[config.mk]
export PLATFORM = sky130hd
export DESIGN_NAME = card_clk_div
export DESIGN_NICKNAME = d
export VERILOG_FILES = /design/src/rtl/cdiv_pkg.sv /design/src/rtl/cdiv_ratio_sel.sv /design/src/rtl/cdiv_counter.sv /design/src/rtl/cdiv_bypass_gate.sv /design/src/rtl/card_clk_div.sv
export SDC_FILE = /design/constraint.sdc
export NUM_CORES = 1
export LEC_CHECK = 0
export BUFFER_PORTS_ARGS = -buffer_cell sky130_fd_sc_hd__buf_2
export CAP_MARGIN = 20
export CORE_ASPECT_RATIO = 0.75
export CORE_UTILIZATION = 40
export CTS_CLUSTER_SIZE = 25
export DETAILED_ROUTE_END_ITERATION = 7
export PLACE_DENSITY_LB_ADDON = 0.1
export SLEW_MARGIN = 25
export SYNTH_ARGS = -nofsm -noshare
export SYNTH_HDL_FRONTEND = slang
export SYNTH_SLANG_ARGS = --single-unit
[constraint.sdc]
create_clock -name clk -period 3.6 [get_ports clk]
set_input_delay 0.18 -clock clk [delete_from_list [all_inputs] [get_ports clk]]
set_output_delay 0.18 -clock clk [all_outputs]
set_load 0.01 [all_outputs]
[src/rtl/cdiv_pkg.sv]
`timescale 1ns/100ps
package cdiv_pkg;
  localparam int unsigned WORD_W       = 17;
  localparam int unsigned POW_BITS     = 8;
  localparam int unsigned POW_BASE_LOG = 2;
  localparam int unsigned TOP_LOG      = 10;
  localparam int unsigned F_RUN        = 8;
  localparam int unsigned F_AUTO       = 9;
  localparam int unsigned F_BYP        = 10;
  localparam int unsigned F_RSV_LO     = 11;
  localparam int unsigned F_RSV_HI     = 15;
  localparam int unsigned F_TOP        = 16;
  localparam int unsigned LOG_W        = $clog2(TOP_LOG + 1);

  typedef logic [LOG_W-1:0] ratio_log_t;

  typedef struct packed {
    logic                top;
    logic                byp;
    logic                autostop;
    logic                run;
    logic [POW_BITS-1:0] pow;
  } ctl_t;
endpackage

[src/rtl/cdiv_ratio_sel.sv]
`timescale 1ns/100ps
module cdiv_ratio_sel
  import cdiv_pkg::*;
#(
  parameter bit HAS_TOP_DIV = 1'b1
) (
  input  logic       clk,
  input  logic       rst_n,
  input  ctl_t       cand,
  input  logic       park,
  output ratio_log_t ratio_log
);
  logic       top_sel;
  ratio_log_t dec;

  generate
    if (HAS_TOP_DIV) begin : g_top
      assign top_sel = cand.top;
    end else begin : g_no_top
      logic unused_top;
      assign unused_top = cand.top;
      assign top_sel    = 1'b0;
    end
  endgenerate

  logic unused_flags;
  assign unused_flags = cand.run ^ cand.autostop;

  // Priority follows bit position: top bit, then bypass bit, then pow[7..0].
  always_comb begin
    dec = ratio_log_t'(1);
    for (int i = 0; i < POW_BITS; i++) begin
      if (cand.pow[i]) dec = ratio_log_t'(i + POW_BASE_LOG);
    end
    if (cand.byp) dec = '0;
    if (top_sel)  dec = ratio_log_t'(TOP_LOG);
  end

  always_ff @(posedge clk or negedge rst_n) begin
    if (!rst_n)    ratio_log <= ratio_log_t'(1);
    else if (park) ratio_log <= dec;
  end

  p_ratio_range_r2: assert property (@(posedge clk) disable iff (!rst_n)
    ratio_log <= ratio_log_t'(TOP_LOG));

  p_ratio_frozen_r7: assert property (@(posedge clk) disable iff (!rst_n)
    !$past(park) |-> $stable(ratio_log));
endmodule

[src/rtl/cdiv_counter.sv]
`timescale 1ns/100ps
module cdiv_counter #(
  parameter int unsigned CNT_W = 9,
  parameter int unsigned LOG_W = 4
) (
  input  logic             clk,
  input  logic             rst_n,
  input  logic [LOG_W-1:0] ratio_log,
  input  logic             run_en,
  input  logic             run_ok,
  output logic             div_q,
  output logic             rise_q
);
  localparam int unsigned FULL_W = CNT_W + 1;

  logic [CNT_W-1:0]  cnt;
  logic [CNT_W-1:0]  half_m1;
  logic [FULL_W-1:0] half_full;
  logic              at_end;
  logic              bypass;

  always_comb begin
    bypass    = (ratio_log == '0);
    half_full = '0;
    if (!bypass) half_full = FULL_W'(1) << (ratio_log - 1'b1);
    half_m1   = CNT_W'(half_full - FULL_W'(1));
    at_end    = (cnt == half_m1);
  end

  always_ff @(posedge clk or negedge rst_n) begin
    if (!rst_n) begin
      div_q  <= 1'b0;
      cnt    <= '0;
      rise_q <= 1'b0;
    end else begin
      rise_q <= 1'b0;
      if (bypass) begin
        div_q <= 1'b0;
        cnt   <= '0;
      end else if (div_q) begin
        // High phase always runs to completion.
        if (at_end) begin
          div_q <= 1'b0;
          cnt   <= '0;
        end else begin
          cnt <= cnt + 1'b1;
        end
      end else if (!run_en) begin
        cnt <= '0;
      end else if (at_end) begin
        // Low phase served; rise only when not held by idle.
        if (run_ok) begin
          div_q  <= 1'b1;
          cnt    <= '0;
          rise_q <= 1'b1;
        end
      end else begin
        cnt <= cnt + 1'b1;
      end
    end
  end

  p_cnt_bound_r4: assert property (@(posedge clk) disable iff (!rst_n)
    cnt <= half_m1);

  p_rise_marks_edge_r11: assert property (@(posedge clk) disable iff (!rst_n)
    rise_q |-> (div_q && !$past(div_q)));

  p_rise_single_r11: assert property (@(posedge clk) disable iff (!rst_n)
    rise_q |=> !rise_q);
endmodule

[src/rtl/cdiv_bypass_gate.sv]
`timescale 1ns/100ps
module cdiv_bypass_gate (
  input  logic clk,
  input  logic rst_n,
  input  logic want,
  output logic gate_q,
  output logic bclk
);
  // Gate updates on the falling edge, so it only moves while clk is low.
  always_ff @(negedge clk or negedge rst_n) begin
    if (!rst_n) gate_q <= 1'b0;
    else        gate_q <= want;
  end

  assign bclk = clk & gate_q;

  p_gate_quiet_r1: assert property (@(posedge clk) disable iff (!rst_n)
    !$past(want) && !want |-> !gate_q);
endmodule

[src/rtl/card_clk_div.sv]
`timescale 1ns/100ps
module card_clk_div
  import cdiv_pkg::*;
#(
  parameter bit HAS_TOP_DIV = 1'b1
) (
  input  logic              clk,
  input  logic              rst_n,
  input  logic              ctl_we,
  input  logic [WORD_W-1:0] ctl_wdata,
  input  logic              bus_idle,
  output logic              card_clk,
  output logic              clk_en_pulse
);
  localparam int unsigned CNT_W = TOP_LOG - 1;

  ctl_t       wr_word;
  ctl_t       ctl_q;
  ctl_t       cand;
  ratio_log_t ratio_log;
  logic       div_q;
  logic       rise_q;
  logic       gate_q;
  logic       bclk;
  logic       byp_pulse_q;
  logic       park;
  logic       run_ok;
  logic       want_byp;

  logic unused_rsvd;
  assign unused_rsvd = ^ctl_wdata[F_RSV_HI:F_RSV_LO];

  always_comb begin
    wr_word.pow      = ctl_wdata[POW_BITS-1:0];
    wr_word.run      = ctl_wdata[F_RUN];
    wr_word.autostop = ctl_wdata[F_AUTO];
    wr_word.byp      = ctl_wdata[F_BYP];
    wr_word.top      = ctl_wdata[F_TOP];
  end

  always_ff @(posedge clk or negedge rst_n) begin
    if (!rst_n)      ctl_q <= '0;
    else if (ctl_we) ctl_q <= wr_word;
  end

  assign park     = !ctl_q.run && !div_q && !gate_q;
  assign cand     = ctl_we ? wr_word : ctl_q;
  assign run_ok   = ctl_q.run && !(ctl_q.autostop && bus_idle);
  assign want_byp = (ratio_log == '0) && run_ok;

  cdiv_ratio_sel #(.HAS_TOP_DIV(HAS_TOP_DIV)) u_sel (
    .clk       (clk),
    .rst_n     (rst_n),
    .cand      (cand),
    .park      (park),
    .ratio_log (ratio_log)
  );

  cdiv_counter #(.CNT_W(CNT_W), .LOG_W(LOG_W)) u_cnt (
    .clk       (clk),
    .rst_n     (rst_n),
    .ratio_log (ratio_log),
    .run_en    (ctl_q.run),
    .run_ok    (run_ok),
    .div_q     (div_q),
    .rise_q    (rise_q)
  );

  cdiv_bypass_gate u_byp (
    .clk    (clk),
    .rst_n  (rst_n),
    .want   (want_byp),
    .gate_q (gate_q),
    .bclk   (bclk)
  );

  always_ff @(posedge clk or negedge rst_n) begin
    if (!rst_n) byp_pulse_q <= 1'b0;
    else        byp_pulse_q <= gate_q;
  end

  // At most one path is active, so OR-ing the two sources cannot glitch.
  assign card_clk     = bclk | div_q;
  assign clk_en_pulse = rise_q | byp_pulse_q;

  p_pulse_onehot_r11: assert property (@(posedge clk) disable iff (!rst_n)
    $onehot0({rise_q, byp_pulse_q}));

  p_off_no_rise_r6: assert property (@(posedge clk) disable iff (!rst_n)
    (!ctl_q.run && !div_q) |=> !rise_q);

  p_idle_park_r8: assert property (@(posedge clk) disable iff (!rst_n)
    (ctl_q.run && ctl_q.autostop && bus_idle && !div_q) |=> !div_q);
endmodule

==> results of run 1 <==
==> synthesized netlist by cell type (2+ instances only) <==
library cell and n:
or4_1 2, clkbuf_1 4, o2bb2ai_1 7, nor2_1 15
a21oi_1 5, nor3_1 6, nor4_1 2, o31ai_1 3
nor2b_1 3, or3_1 3, nand3_1 7, buf_6 2
inv_1 2, dfrtp_1 27, ha_1 2, o22ai_1 2
o21ba_2 2, xnor2_1 8, nand2_1 18, or2_2 2
o21ai_0 5, a211o_1 2, and3_1 3, a21o_1 2
mux2_2 12, xor2_1 4, buf_2 3, mux2i_1 2
==> worst max-delay path, cell delays in order, from the launching register on <==
cell     delay [ps]
dfstp_2         690
nor4b_2         330
inv_1            80
ha_1            320
nor3b_1         390
nand3_1         170
nand3_1         110
nand4_1         190
o21ai_1         570
o22ai_1         160
==> flip-flops by register name (all words and copies together), names as in the netlist <==
register	flops
ctl_q	12
u_cnt.cnt	9
u_sel.ratio_log	4
byp_pulse_q	1
u_byp.gate_q	1
u_cnt.div_q	1
u_cnt.rise_q	1
==> kinds of logic after synthesis <==
kind of cell	Yosys count
and+or+nand+nor	73
AOI/OAI and AO/OA	36
DFF	29
muxes	14
buffers and inverters	13
xor gates and xnor gates	12
adders and majority gates	2
==> layout by cell type (no fill, tap or decap), types with 3 or more instances in the layout <==
cell	netlist	layout
or3_1	3	3
xor2_1	4	4
nor2_1	15	15
nor2b_1	3	3
nand2_1	18	18
mux2_2	12	12
a21oi_1	5	5
and3_1	3	3
nand3_1	7	7
xnor2_1	8	8
nor3_1	6	6
o31ai_1	3	3
dfrtp_1	27	27
buf_2	3	17
o2bb2ai_1	7	7
o21ai_0	5	5
clkbuf_8	0	8
buf_4	1	4
==> worst max path at each step <==
stage	startpoint	end	depth (start not counted)
after floorplan	u_sel.ratio_log[1]	u_byp.gate_q	3
after global placement	u_sel.ratio_log[0]	u_cnt.cnt[0]	9
after detailed placement	u_sel.ratio_log[0]	u_cnt.cnt[0]	9
after CTS	u_sel.ratio_log[0]	u_cnt.cnt[0]	9
after global routing	u_sel.ratio_log[0]	u_cnt.cnt[0]	9
final	u_sel.ratio_log[0]	u_cnt.cnt[0]	9
==> stage by stage <==
| step | hold WS (ps) | worst slack [ps] | cells |
|---|---|---|---|
| 5_1_grt | 4.03 | 150 | 256 |
| 2_1_floorplan | -116 | 675 | 179 |
| 3_3_place_gp | 281 | 618 | 244 |
| 3_5_place_dp | 281 | 515 | 244 |
| 6_report | 19.3 | 448 | 256 |
| 4_1_cts | 9.16 | 505 | 256 |
==> power by group through the flow <==
stage                     Combinational [uW]  Clock, uW  Sequential [uW]
after floorplan                          216       2.80              384
after global placement                   248       4.12              402
after detailed placement                 262       4.12              406
after CTS                                264        367              399
after global routing                     295        382              406
final                                    264        358              400
==> repair_timing <==
| item | 4_1_cts | 5_1_grt |
|---|---|---|
| endpoints found under the hold margin | 27 | 0 |
| buffers inserted | 0 | 0 |
| hold buffers | 1 | 0 |
==> layout make-up <==
| class | instances | area [um2] | area share |
|---|---|---|---|
| multi-input cells | 137 | 955 | 0.476 |
| flip-flops and latches | 29 | 727 | 0.362 |
| repair buffers | 21 | 120 | 0.0599 |
| clock buffers | 10 | 119 | 0.0592 |
| well taps | 55 | 68.8 | 0.0343 |
| clock inverters | 2 | 10.0 | 0.00499 |
| inverters | 2 | 7.51 | 0.00374 |
==> per-layer routing <==
metal | wire length [um] | global-route usage
met4 | 51 | 0.140
met5 | 0 | 0
met1 | 1980 | 0.252
met2 | 1640 | 0.271
met3 | 151 | 0.0662
==> results.py, run 1 <==
metrics = {
    "run_status": {
        "outcome": "completed",
    },
    "layout": {
        "final_util": 0.486,
        "drive_above_1_share": 0.259,
        "fin_area_um2": 2010,
        "final_nets": 223,
        "syn_to_final_growth_pct": 14.4,
        "antennaDiodeCount": 0,
        "fill_cells": 410,
    },
    "clocking": {
        "cts_resized": 0,
        "cts_tree": "done",
        "clock_latency_ps": 410,
        "cts.clk_slew.worst_paths_ps": 60,
    },
    "worst_setup_path": {
        "worstSetupPathType": "flop to flop",
        "rr_worst_depth": 9,
        "reg2reg_from": "u_sel.ratio_log[0]",
        "r2r-end": "u_cnt.cnt[0]",
        "endpoint_kind": "flop",
        "crit_required_ps": 3860,
        "critPathMaxFanout": 16,
        "crit_arrival_ps": 3410,
        "setup.worst_path.start_class": "flop",
        "r2r_slack_ps": 450,
    },
    "power_and_ir_drop": {
        "p_leak_uw": 0.000851,
        "finalPower_uw": 1020,
        "clockPowerShare": 0.350,
        "intPower_uw": 689,
        "swShare": 0.325,
        "p_switching_uw": 332,
        "powerDensity_nw_per_um2": 509,
        "ir_drop_mv": 0.380,
        "p_seq_frac": 0.391,
        "p_comb_frac": 0.258,
    },
    "grt": {
        "grt_pass1_vias": 1396,
        "grt_use_total": 0.194,
        "antenna_found_initial": 0,
        "grt_first_pass_wirelength_um": 6420,
        "grt_max_degree": 29,
        "grt.overflow.total": 0,
    },
    "detailed_routing": {
        "dr.pass1.iters": 4,
        "via_count": 1431,
        "antenna_left": 0,
        "dr.first_iter.drc_count": 152,
        "wire_per_inst_um": 14.9,
        "route.detailed.drc": 0,
        "drt_wl_total_um": 3820,
        "via_per_inst": 5.59,
    },
    "timing": {
        "slew_viol_final": 0,
        "skew_ps": 23.9,
        "finalSetupViolCount": 0,
        "min_period_ps": 3150,
        "timing.setup.tns_ps": 0,
        "fin_crit_sh": 0.876,
        "rsz0062_at_grt": "false",
        "hold_viol_final": 0,
        "tightest_slew_ps": 627,
        "slew_headroom": 0.579,
        "fmax_mhz": 317,
    },
    "synthesis": {
        "yosys.area_share.simple": 0.225,
        "avgSynthCellArea_um2": 9.80,
        "synth.distinct_cells": 52,
        "synthTopCellsByArea": "dfrtp_1 (39%), mux2_2 (7.7%), xnor2_1 (4.0%)",
        "async_reset_ff_frac": 1.00,
        "synth_fa_ha_area_frac": 0.0143,
        "syn_nets": 202,
        "yosys_most_used_dff": "dfrtp_1",
        "synth-xor-area-share": 0.0599,
        "synth_edf_count": 0,
        "synth_top_family_by_area": "simple AND/OR/NAND/NOR gates",
        "synth_top_area_frac": 0.385,
        "ys_warn_count": 0,
        "ys_ff_latch": 29,
        "synth_top_cell_by_area": "dfrtp_1",
        "synth_area_um2": 1750,
        "netlist_instances": 179,
        "synth_compound_area_frac": 0.157,
        "yosysSeqAreaShare": 0.414,
        "synth.area.mux_share": 0.0884,
    },
    "run": {
        "drv_cap": 0,
    },
    "placed_design": {
        "gp_congestion": 0.759,
        "port_buffers": 17,
        "hpwlAfterDp_um": 2770,
        "placed_cell_area_um2": 1870,
    },
    "floorplan": {
        "die_w_um": 78.5,
        "die_area_um2": 4660,
        "start_util": 0.425,
        "die_h_um": 59.4,
        "rows": 20,
        "pin_count": 23,
        "core_area_um2": 4130,
    },
    "worst_hold_path": {
        "holdPathStages": 2,
        "min_to": "ctl_q[8]",
        "min_from": "ctl_wdata[8]",
        "hold_path_class": "input port to flop",
    },
}
Power figures use the tool's default switching activity.
==> run 2: changes to the inputs <==
--- a/config.mk
+++ b/config.mk
@@ -5,12 +5,13 @@
 export SDC_FILE = /design/constraint.sdc
 export NUM_CORES = 1
 export LEC_CHECK = 0
-export BUFFER_PORTS_ARGS = -buffer_cell sky130_fd_sc_hd__buf_2
+export ABC_AREA = 1
 export CAP_MARGIN = 20
 export CORE_ASPECT_RATIO = 0.75
 export CORE_UTILIZATION = 40
 export CTS_CLUSTER_SIZE = 25
 export DETAILED_ROUTE_END_ITERATION = 7
+export DONT_BUFFER_PORTS = 1
 export PLACE_DENSITY_LB_ADDON = 0.1
 export SLEW_MARGIN = 25
 export SYNTH_ARGS = -nofsm -noshare
==> results.py, run 2 <==
metrics = {
    "grt": {
        "grt_first_pass_wirelength_um": 7330,
        "grt_pass1_vias": 1511,
        "grt.overflow.total": 0,
        "grt_max_degree": 29,
        "antenna_found_initial": 0,
        "grt_use_total": 0.213,
    },
    "worst_setup_path": {
        "worstSetupPathType": "flop to primary output",
        "crit_arrival_ps": 2820,
        "critPathMaxFanout": 3,
        "rr_worst_depth": 5,
        "setup.worst_path.start_class": "flop",
        "crit_required_ps": 3420,
        "endpoint_kind": "primary output",
    },
    "synthesis": {
        "ys_warn_count": 0,
        "synthTopCellsByArea": "dfrtp_1 (36%), nand2_1 (12%), inv_1 (8.3%)",
        "synth_edf_count": 0,
        "yosysSeqAreaShare": 0.390,
        "yosys-top-cells-count": "nand2_1 (62), inv_1 (41), dfrtp_1 (27), nand3_1 (27), nor2_1 (18)",
        "ys_ff_latch": 29,
        "synth_top_cell_by_area": "dfrtp_1",
        "async_reset_ff_frac": 1.00,
        "avgSynthCellArea_um2": 7.33,
        "synth_area_um2": 1860,
        "synth_top_area_frac": 0.363,
        "netlist_instances": 254,
        "synth.distinct_cells": 31,
        "syn_nets": 277,
        "yosys_most_used_dff": "dfrtp_1",
        "yosysMostFrequentCell": "nand2_1",
    },
    "layout": {
        "final_util": 0.480,
        "drive_above_1_share": 0.118,
        "largest_reg_flops": 12,
        "regArea_um2": 727,
        "multiInputGateArea_um2": 920,
        "largest-register": "ctl_q",
        "antennaDiodeCount": 0,
        "largest_registers": "ctl_q: 12 flops, u_cnt.cnt: 9 flops, u_sel.ratio_log: 4 flops",
        "fill_cells": 449,
        "layout_commonest_cell": "nand2_1",
        "final_nets": 293,
        "syn_to_final_growth_pct": 15.2,
        "most-common-layout-cells": "nand2_1 (62), inv_1 (41), nand3_1 (27), dfrtp_1 (27), nor2_1 (18)",
    },
    "timing": {
        "slew_viol_final": 0,
        "tightest_slew_ps": 449,
        "timing.setup.tns_ps": 0,
        "slew_headroom": 0.700,
        "skew_ps": 28.0,
        "rsz0062_at_grt": "false",
        "hold_viol_final": 0,
        "finalSetupViolCount": 0,
    },
    "detailed_routing": {
        "via_count": 1612,
        "highest_layer": "met4",
        "met1Wirelength_um": 2370,
        "drt_wl_total_um": 4350,
        "dr.pass1.iters": 4,
        "antenna_left": 0,
        "dr.first_iter.drc_count": 136,
        "dr_wl_met2_um": 1630,
        "wire_per_inst_um": 13.3,
        "via_per_inst": 4.91,
        "route.detailed.drc": 0,
        "dr_wl_met3_um": 238,
    },
    "floorplan": {
        "core_area_um2": 4470,
        "die_h_um": 61.1,
        "pin_count": 23,
        "die_area_um2": 4940,
        "die_w_um": 80.8,
        "rows": 21,
        "start_util": 0.417,
    },
    "power_and_ir_drop": {
        "p_leak_uw": 0.00118,
        "powerDensity_nw_per_um2": 464,
        "ir_drop_mv": 0.225,
    },
    "placed_design": {
        "hpwlAfterDp_um": 3010,
        "gp_congestion": 0.802,
        "port_buffers": 0,
    },
    "run": {
        "drv_cap": 0,
    },
    "clocking": {
        "cts_tree": "done",
        "cts.clk_slew.worst_paths_ps": 60,
        "cts_resized": 0,
        "clock_latency_ps": 410,
        "post-cts-setup-buffers": 0,
    },
    "worst_hold_path": {
        "holdPathStages": 3,
        "hold_path_class": "input port to flop",
    },
    "run_status": {
        "outcome": "completed",
    },
}
-- run 2: critical path: stages (launching register included) --
cell and delay, ps:
dfrtn_1 420, nand2_1 60, nand2_1 120
-- run 2: timing repair --
item | in CTS | in global routing
hold buffers | 10 | 0
endpoints found under the hold margin | 40 | 0
endpoints found under the setup margin | 0 | 0
-- run 2: kinds of logic (layout without fill, tap and decap cells) --
family                   Yosys count  after routing  share of synthesized area
flip-flops                        29             29                      0.390
adder cells (fa/ha/maj)            2              2                     0.0134
AO/OA/AOI/OAI                     22             22                     0.0625
XOR/XNOR                           7              7                     0.0329
AND/OR/NAND/NOR                  137            137                      0.352
multiplexers                       6              6                     0.0329
buffers and inverters             51             68                      0.116
-- run 2: final timing paths --
path	from	endpoint	slack [ps]
min in group asynchronous	rst_n	u_cnt.cnt[2]	230
min reg2reg	ctl_q[3]	ctl_q[3]	490
min	ctl_we	ctl_q[4]	10
max	u_byp.gate_q	card_clk	600
max reg2reg	u_byp.gate_q	u_sel.ratio_log[2]	650
max in group asynchronous	rst_n	u_byp.gate_q	2360
-- run 2: where the power goes --
part | internal, uW | switching, uW | leakage, uW
clock network | 226 | 152 | 0.0000808
registers | 353 | 27.1 | 0.000364
logic | 82.5 | 155 | 0.000732
total | 662 | 334 | 0.00118
-- run 2: per-stage QoR --
| stage | hold slack (ps) | setup slack [ps] | total power (uW) | instances | cell area [um2] |
|---|---|---|---|---|---|
| after floorplan | -116 | 690 | 564 | 254 | 1860 |
| after global placement | -115 | 710 | 603 | 307 | 1900 |
| after detailed placement | -114 | 686 | 603 | 307 | 1900 |
| after CTS | 0.212 | 590 | 1010 | 328 | 2150 |
| after global routing | 24.4 | 481 | 1070 | 328 | 2150 |
| final | 13.5 | 602 | 996 | 328 | 2150 |
-- run 2: area by class of cell --
type | count | area share
multi-input cells | 174 | 0.429
flip-flops and latches | 29 | 0.339
inverters | 46 | 0.0805
clock buffers | 9 | 0.0577
repair buffers | 11 | 0.0548
well taps | 57 | 0.0332
clock inverters | 2 | 0.00641
-- run 2: metal layers --
| metal | up-vias | global-route usage |
|---|---|---|
| met2 | 41 | 0.263 |
| met4 | 0 | 0.145 |
| met3 | 12 | 0.0578 |
| met5 | - | 0 |
| met1 | 712 | 0.315 |
| li1 | 847 | - |
